## config.mk

```make
export PLATFORM = sky130hd
export DESIGN_NAME = isr_status_block
export DESIGN_NICKNAME = d
export VERILOG_FILES = /design/src/rtl/isr_pkg.sv /design/src/rtl/isr_status_bits.sv /design/src/rtl/isr_summary_fsm.sv /design/src/rtl/isr_read_mux.sv /design/src/rtl/isr_status_block.sv
export SDC_FILE = /design/constraint.sdc
export NUM_CORES = 1
export LEC_CHECK = 0
export BUFFER_PORTS_ARGS = -buffer_cell sky130_fd_sc_hd__buf_2
export CORE_MARGIN = 3
export CORE_UTILIZATION = 30
export CTS_BUF_LIST = sky130_fd_sc_hd__clkbuf_16
export DETAILED_ROUTE_END_ITERATION = 6
export PLACE_DENSITY = 0.75
export SLEW_MARGIN = 20
export SYNTH_ARGS = -nofsm -noshare
export SYNTH_HDL_FRONTEND = slang
export SYNTH_SLANG_ARGS = --single-unit
```

## constraint.sdc

```tcl
create_clock -name clk -period 1.6 [get_ports clk]
set_input_delay 0.4 -clock clk [delete_from_list [all_inputs] [get_ports clk]]
set_output_delay 0.4 -clock clk [all_outputs]
set_load 0.05 [all_outputs]
```

## src/rtl/isr_pkg.sv

```systemverilog
package isr_pkg;

    localparam int          ISR_REG_W      = 32;
    localparam int          ISR_EVT_W      = 14;
    localparam logic [31:0] ISR_RESET_WORD = 32'hFC00_0000;
    localparam logic [31:0] ISR_NORM_GROUP = 32'h0000_0045;
    localparam logic [31:0] ISR_ABN_GROUP  = 32'h0000_2BAA;
    localparam logic [31:0] ISR_EVT_BITS   = ISR_NORM_GROUP | ISR_ABN_GROUP;

    localparam int ISR_ABN_SUM_POS  = 15;
    localparam int ISR_NORM_SUM_POS = 16;
    localparam int ISR_RX_FIELD_LSB = 17;
    localparam int ISR_TX_FIELD_LSB = 20;
    localparam int ISR_FIELD_W      = 2;
    localparam int ISR_MODE_RX_POS  = 1;
    localparam int ISR_MODE_TX_POS  = 13;

    typedef enum logic [1:0] {
        SUM_IDLE     = 2'b00,
        SUM_NORMAL   = 2'b01,
        SUM_ABNORMAL = 2'b10,
        SUM_BOTH     = 2'b11
    } sum_state_e;

endpackage

```

## src/rtl/isr_status_bits.sv

```systemverilog
module isr_status_bits #(
    parameter int          REG_W    = isr_pkg::ISR_REG_W,
    parameter int          EVT_W    = isr_pkg::ISR_EVT_W,
    parameter logic [31:0] EVT_BITS = isr_pkg::ISR_EVT_BITS,
    parameter logic [31:0] RST_WORD = isr_pkg::ISR_RESET_WORD
) (
    input  logic             clk,
    input  logic             rst_n,
    input  logic [EVT_W-1:0] evt_in,
    input  logic             clr_en,
    input  logic [REG_W-1:0] clr_data,
    output logic [REG_W-1:0] stat_q,
    output logic [REG_W-1:0] stat_d
);

    logic [REG_W-1:0] clr_mask;
    logic [REG_W-1:0] evt_wide;
    logic             unused_evt;

    assign clr_mask   = clr_en ? clr_data : '0;
    assign evt_wide   = REG_W'(evt_in) & EVT_BITS[REG_W-1:0];
    assign unused_evt = ^(evt_in & ~EVT_BITS[EVT_W-1:0]);

    // One storage cell per bit; the kind of cell is picked by the masks.
    for (genvar g = 0; g < REG_W; g++) begin : g_bit
        if (g < EVT_W && EVT_BITS[g]) begin : g_event_cell
            // set has priority over clear
            assign stat_d[g] = evt_wide[g] | (stat_q[g] & ~clr_mask[g]);
            always_ff @(posedge clk or negedge rst_n) begin
                if (!rst_n) stat_q[g] <= RST_WORD[g];
                else        stat_q[g] <= stat_d[g];
            end
        end else if (RST_WORD[g]) begin : g_clear_only_cell
            assign stat_d[g] = stat_q[g] & ~clr_mask[g];
            always_ff @(posedge clk or negedge rst_n) begin
                if (!rst_n) stat_q[g] <= 1'b1;
                else        stat_q[g] <= stat_d[g];
            end
        end else begin : g_zero_cell
            assign stat_d[g] = 1'b0;
            assign stat_q[g] = 1'b0;
        end
    end

    // a stored bit never drops without a write
    a_r2_sticky: assert property (@(posedge clk) disable iff (!rst_n)
        !clr_en |=> ((stat_q & $past(stat_q)) == $past(stat_q)));

    // bits selected by a write and not hit by an event are cleared
    a_r3_clear_by_ones: assert property (@(posedge clk) disable iff (!rst_n)
        clr_en |=> ((stat_q & $past(clr_data & ~evt_wide)) == '0));

    // an event beats a simultaneous clear
    a_r4_event_wins: assert property (@(posedge clk) disable iff (!rst_n)
        (|evt_wide) |=> ((stat_q & $past(evt_wide)) == $past(evt_wide)));

endmodule

```

## src/rtl/isr_summary_fsm.sv

```systemverilog
module isr_summary_fsm #(
    parameter int          REG_W      = isr_pkg::ISR_REG_W,
    parameter logic [31:0] NORM_GROUP = isr_pkg::ISR_NORM_GROUP,
    parameter logic [31:0] ABN_GROUP  = isr_pkg::ISR_ABN_GROUP
) (
    input  logic             clk,
    input  logic             rst_n,
    input  logic [REG_W-1:0] stat_d,
    output logic             norm_sum,
    output logic             abn_sum,
    output logic             irq
);
    import isr_pkg::*;

    sum_state_e state_q, state_d;
    logic       norm_hit, abn_hit;

    assign norm_hit = |(stat_d & NORM_GROUP[REG_W-1:0]);
    assign abn_hit  = |(stat_d & ABN_GROUP[REG_W-1:0]);

    // next-state choice
    always_comb begin
        unique case ({abn_hit, norm_hit})
            2'b00:   state_d = SUM_IDLE;
            2'b01:   state_d = SUM_NORMAL;
            2'b10:   state_d = SUM_ABNORMAL;
            default: state_d = SUM_BOTH;
        endcase
    end

    // state register
    always_ff @(posedge clk or negedge rst_n) begin
        if (!rst_n) state_q <= SUM_IDLE;
        else        state_q <= state_d;
    end

    // outputs
    always_comb begin
        unique case (state_q)
            SUM_IDLE: begin
                norm_sum = 1'b0; abn_sum = 1'b0; irq = 1'b0;
            end
            SUM_NORMAL: begin
                norm_sum = 1'b1; abn_sum = 1'b0; irq = 1'b1;
            end
            SUM_ABNORMAL: begin
                norm_sum = 1'b0; abn_sum = 1'b1; irq = 1'b1;
            end
            default: begin
                norm_sum = 1'b1; abn_sum = 1'b1; irq = 1'b1;
            end
        endcase
    end

endmodule

```

## src/rtl/isr_read_mux.sv

```systemverilog
module isr_read_mux #(
    parameter int REG_W   = isr_pkg::ISR_REG_W,
    parameter int FIELD_W = isr_pkg::ISR_FIELD_W
) (
    input  logic [REG_W-1:0] stat_q,
    input  logic             norm_sum,
    input  logic             abn_sum,
    input  logic [REG_W-1:0] mode_in,
    output logic [REG_W-1:0] rd_data
);
    import isr_pkg::*;

    localparam int NUM_FIELDS = 2;
    localparam int FIELD_LSB [NUM_FIELDS] = '{ISR_RX_FIELD_LSB, ISR_TX_FIELD_LSB};
    localparam int START_POS [NUM_FIELDS] = '{ISR_MODE_RX_POS, ISR_MODE_TX_POS};

    logic [REG_W-1:0] field_word [NUM_FIELDS];
    logic             unused_mode;

    for (genvar f = 0; f < NUM_FIELDS; f++) begin : g_field
        assign field_word[f] = mode_in[START_POS[f]]
                             ? (REG_W'({FIELD_W{1'b1}}) << FIELD_LSB[f]) : '0;
    end

    assign unused_mode = ^(mode_in & ~((REG_W'(1) << ISR_MODE_RX_POS) |
                                       (REG_W'(1) << ISR_MODE_TX_POS)));

    always_comb begin
        rd_data                   = stat_q | field_word[0] | field_word[1];
        rd_data[ISR_NORM_SUM_POS] = norm_sum;
        rd_data[ISR_ABN_SUM_POS]  = abn_sum;
    end

endmodule

```

## src/rtl/isr_status_block.sv

```systemverilog
module isr_status_block #(
    parameter int REG_W = isr_pkg::ISR_REG_W,
    parameter int EVT_W = isr_pkg::ISR_EVT_W
) (
    input  logic             clk,
    input  logic             rst_n,
    input  logic [EVT_W-1:0] evt_in,
    input  logic             wr_en,
    input  logic [REG_W-1:0] wr_data,
    input  logic [REG_W-1:0] mode_in,
    output logic [REG_W-1:0] rd_data,
    output logic             irq_out
);
    import isr_pkg::*;

    logic [REG_W-1:0] stat_q, stat_d;
    logic             norm_sum, abn_sum;

    isr_status_bits #(.REG_W(REG_W), .EVT_W(EVT_W)) i_bits (
        .clk(clk), .rst_n(rst_n), .evt_in(evt_in),
        .clr_en(wr_en), .clr_data(wr_data),
        .stat_q(stat_q), .stat_d(stat_d)
    );

    isr_summary_fsm #(.REG_W(REG_W)) i_sum (
        .clk(clk), .rst_n(rst_n), .stat_d(stat_d),
        .norm_sum(norm_sum), .abn_sum(abn_sum), .irq(irq_out)
    );

    isr_read_mux #(.REG_W(REG_W)) i_rd (
        .stat_q(stat_q), .norm_sum(norm_sum), .abn_sum(abn_sum),
        .mode_in(mode_in), .rd_data(rd_data)
    );

    // routine summary tracks its group in the read word
    a_r5_norm_summary: assert property (@(posedge clk) disable iff (!rst_n)
        rd_data[ISR_NORM_SUM_POS] == |(rd_data & ISR_NORM_GROUP[REG_W-1:0]));

    // error summary tracks its group in the read word
    a_r6_abn_summary: assert property (@(posedge clk) disable iff (!rst_n)
        rd_data[ISR_ABN_SUM_POS] == |(rd_data & ISR_ABN_GROUP[REG_W-1:0]));

    // interrupt level follows the summaries
    a_r7_irq_level: assert property (@(posedge clk) disable iff (!rst_n)
        irq_out == (rd_data[ISR_ABN_SUM_POS] | rd_data[ISR_NORM_SUM_POS]));

endmodule

```

# Word level (Yosys, flattened, before mapping)
# Index checks and enable logic that the tools add are counted.
[op_classes] n_reduce_logical=6 n_lt_le_gt_ge=0 n_mul=0 n_addsub=0 n_eq_ne=4 mux=7 div=0 bitwise_logic=47 shifts=0
[op_table] op="32-bit bitwise OR" count=2
[op_table] op="32-bit two-way mux" count=1
[op_table] op="22-bit two-way mux" count=1
[op_table] op="19-bit two-way mux" count=1
[op_table] op="1-bit bitwise AND" count=17
[op_table] op="1-bit NOT" count=17
[op_table] op="1-bit bitwise OR" count=11
[op_table] op="8-bit OR reduction" count=1
[op_table] op="2-bit case mux with 3 select lines" count=1
[op_table] op="2-bit by 1-bit == test with 1-bit output, second input constant" count=2
[op_table] op="2-bit == test, second input constant" count=2
[op_table] op="2-bit zero test" count=2
[op_table] op="2-bit OR reduction" count=2
[op_table] op="1-bit two-way mux" count=3
[op_table] op="3-bit OR reduction" count=1
[word_totals] mem_count=0 ram_bits=0 out_inout_bits=33 latchBits=0 mem_bits_ro=0 inputBits=81 reg_bits=19

# Longest topological paths before layout
[depth] ltp_word=7 depth_mapped=4

# Hierarchy
# A second synthesis with hierarchy kept.
[unflattened] hier_cells=119 hier_area_um2=1178.6
[by_module_without_submodules] mod="isr_status_bits" area_each_um2=857.1 cells_per_inst=78 n_inst=1
[by_module_without_submodules] mod="isr_read_mux" area_each_um2=235.2 cells_per_inst=32 n_inst=1
[by_module_without_submodules] mod="isr_summary_fsm" area_each_um2=86.3 cells_per_inst=9 n_inst=1

# Worst setup path before layout
# No wires, ideal clock.
[synth_timing] path_type="reg2reg" start="register i_bits.stat_q[8]" end="register i_sum.state_q[1]" t_arrival_ns=1.206 synth_period_minus_slack_ns=1.353 slack_ns=0.247 setup_ns=0.148 path_stages_with_launch=4 path_cell_list="dfrtp_1 -> a21boi_0 -> a2111oi_1 -> nand4_1"
[synth_between] elab_chain_cells=5
[synth_lines] element="from (decl)" line="isr_status_bits.sv:12" source="output logic [REG_W-1:0] stat_q,"
[synth_lines] element="from (signal, indexed assignment)" line="isr_status_bits.sv:30" source="if (!rst_n) stat_q[g] <= RST_WORD[g];"
[synth_lines] element="from (signal, indexed assignment)" line="isr_status_bits.sv:31" source="else stat_q[g] <= stat_d[g];"
[synth_lines] element="1-bit bitwise AND (*)" line="isr_status_bits.sv:28" source="assign stat_d[g] = evt_wide[g] | (stat_q[g] & ~clr_mask[g]);"
[synth_lines] element="1-bit bitwise OR (*)" line="isr_status_bits.sv:28"
[synth_lines] element="8-bit OR reduction (*)" line="isr_summary_fsm.sv:19" source="assign abn_hit = |(stat_d & ABN_GROUP[REG_W-1:0]);"
[synth_lines] element="2-bit == test, or another cell as far along" line="isr_summary_fsm.sv:23" source="unique case ({abn_hit, norm_hit})"
[synth_lines] element="2-bit case mux with 3 select lines (*)" line="isr_summary_fsm.sv:23"
[synth_lines] element="named net i_sum.state_d[1]" line="isr_summary_fsm.sv:15" source="sum_state_e state_q, state_d;"
[synth_lines] element="to (signal assigned)" line="isr_summary_fsm.sv:34" source="else state_q <= state_d;"
[synth_lines] element="to (decl)" line="isr_summary_fsm.sv:15"
# Mark *: on every way through the listed nets, which the timed path passes. The rest lies on a longest branch.

# Worst setup path in the final report
[layout_timing] start="register i_sum.state_q[1]" end="output port irq_out"
[layout_between] elab_chain_cells=2
[layout_lines] element="2-bit zero test" line="isr_summary_fsm.sv:39" source="unique case (state_q)"
[layout_lines] element="1-bit two-way mux" line="isr_summary_fsm.sv:39"
[layout_lines] element="to (decl)" line="isr_status_block.sv:12" source="output logic irq_out"
# No other way between the ends.

==> results_dict.tcl <==
set metrics [dict create \
    status "finished clean" \
    drc 0 \
    die_area_mm2 0.00353 \
    layout-drive-gt1-share_pct 56.8 \
    cts_max_path_buffers 2 \
    cp-start-kind "flop" \
    fin_area_mm2 0.00113 \
    reg2reg_to "i_sum.state_q[1]$_DFF_PN0_" \
    cts_resized 0 \
    cp_data_arrival_time_ps 1110 \
    synthXorXnorAreaFrac_pct 0 \
    ant_nets 0 \
    cp-endpoint "irq_out" \
    cts_tree "built" \
    grt_pass1_vias 708 \
    io_buffers 50 \
    synth_cells 73 \
    antennaDiodeCount 0 \
    crit_chain "or2_2, buf_2" \
    num_rows 18 \
    firstDrtPassIters 2 \
    final_common_cell "buf_2" \
    synth_warnings 0 \
    critPathRequiredTime_ps 1200 \
    hpwl_um 1520 \
    wl_per_cell_um 12.6 \
    synth_compound_area_share_pct 19.6 \
    rr_worst_depth 3 \
    syn-cell-area_um2 856 \
    setup_tns_ps 0 \
    p_leak_nw 0.531 \
    yosys.area_share.simple_pct 8.19 \
    die_w_um 59.4 \
    critPathMaxFanout 2 \
    start_util_pct 33.0 \
    startpoint "i_sum.state_q[1]$_DFF_PN0_" \
    setup_viol 0 \
    pin_count 114 \
    crit_type "reg2out" \
    r2r_setup_slack_ps 310 \
    antenna_found_initial 0 \
    wirelength_um 1870 \
    synthAdderAreaFrac_pct 0 \
    vias_per_cell 4.61 \
    drtIter0Drc 1 \
    layout_min_cycle_time_ps 1510 \
    max-cap-violations 0 \
    timing.rr.start "i_bits.stat_q[5]$_DFF_PN0_" \
    postCtsSetupBuffers 0 \
    yosysSeqAreaShare_pct 56.4 \
    synth_mux_area_share_pct 0 \
    drv_slew 0 \
    overflow 0 \
    cpPeakStageDelay_ps 370 \
    place_area_mm2 0.00105 \
    p_per_area_mw_per_mm2 1090 \
    place.gp.congestion 0.678 \
    cts_max_level 1 \
    critPathSlowestCell "dfrtp_1" \
    grt.total_usage_pct 10.9 \
    skew_ps 1.62 \
    clock-sinks 19 \
    syn_area_per_cell_um2 11.7 \
    fin_crit_sh_pct 94.4 \
    ys_seq_elements 19 \
    fin_hold_ws_ps 87.7 \
    synth_top_family_by_area "compound AO/OA/AOI/OAI gates" \
    final_cell_mix "buf_2, dfrtp_1, a21boi_0" \
    vdd_drop_max_uv 443 \
    hold_class "in2async" \
    grt_pass1_wl_um 2950 \
    ctsRootBufferMaster "clkbuf_16" \
    rsz0062_at_grt "false" \
    yosysUniqueCellTypes 15 \
    hold_buffers 0 \
    areaGrowthSynthToFinish_pct 32.0 \
    hold_violations 0 \
    end_kind "output pin" \
    num_vias 683 \
    fmax_mhz 662 \
    insertion_delay_ps 240 \
    grt_max_degree 20 \
    core-area_mm2 0.00259 \
    nets 200 \
    path_clk_slew_ps 50 \
    die_h_um 59.4 \
    cts_buffers 3 \
]
==> synth_stat cells, drive strengths merged <==
master / n / area share (%)
nand4: 1 / 0.73
conb: 1 / 0.44
or2: 5 / 3.7
dfstp: 6 / 18
nand2: 7 / 3.1
dfrtp: 13 / 38
a21o: 7 / 6.3
buf: 16 / 14
clkbuf: 2 / 0.88
a2111oi: 4 / 4.5
a21boi: 10 / 8.8
or3: 1 / 0.73
==> logic make-up after synthesis <==
| logic type | Yosys count |
|---|---|
| flops | 19 |
| buf+inv | 18 |
| other cells | 1 |
| compound gates | 21 |
| simple gates | 14 |
==> flip-flops by register name, summed over array words and instances (netlist names) <==
register,cells
i_bits.stat_q,17
i_sum.state_q,2
==> worst min-delay path by stage <==
stage | endpoint | slack (ps) | cells past startpoint | start
after floorplan | i_bits.stat_q[0]$_DFF_PN0_ | 100 | 0 | rst_n
after detailed placement | i_bits.stat_q[5]$_DFF_PN0_ | 360 | 1 | rst_n
after global placement | i_bits.stat_q[9]$_DFF_PN0_ | 360 | 1 | rst_n
after global routing | i_bits.stat_q[8]$_DFF_PN0_ | 120 | 1 | rst_n
after CTS | i_bits.stat_q[13]$_DFF_PN0_ | 100 | 1 | rst_n
final | i_bits.stat_q[8]$_DFF_PN0_ | 90 | 1 | rst_n
==> critical path: cells and delay by family, from the launching register on <==
| family | cells | cell delay [ps] |
|---|---|---|
| simple gates | 1 | 280 |
| flops | 1 | 370 |
| buf+inv | 1 | 210 |
==> routing by layer <==
| metal | up-vias | GRT usage, % | routed length (um) |
|---|---|---|---|
| li1 | 319 | - | - |
| met1 | 318 | 12.8 | 708 |
| met2 | 44 | 19.2 | 927 |
| met3 | 2 | 3.27 | 224 |
| met4 | 0 | 2.91 | 7 |
| met5 | - | 0 | 0 |
==> report_power, final <==
| part | leakage (nW) | internal, mW | switching, mW |
|---|---|---|---|
| Sequential | 0.190 | 0.500 | 0.0113 |
| Clock | 0.0409 | 0.334 | 0.167 |
| Combinational | 0.301 | 0.0583 | 0.161 |
| Total | 0.531 | 0.893 | 0.340 |
==> layout make-up <==
cell class              count  area (um^2)
clock inverters             1         5.00
multi-input cells          44          272
clock buffers               3         75.1
well taps                  30         37.5
repair buffers             51          258
fillers                   252         1460
flip-flops and latches     19          483
==> per-stage QoR <==
step	utilization, %	setup WS [ps]	std cells	power [mW]
after floorplan	-	247	81	0.708
after global placement	40.5	32.7	144	0.734
after detailed placement	40.5	9.78	144	0.739
after CTS	43.6	75.0	148	1.25
after global routing	43.6	38.4	148	1.29
final	43.6	90.4	148	1.23
No activity file was read; power rests on OpenSTA's default activity.
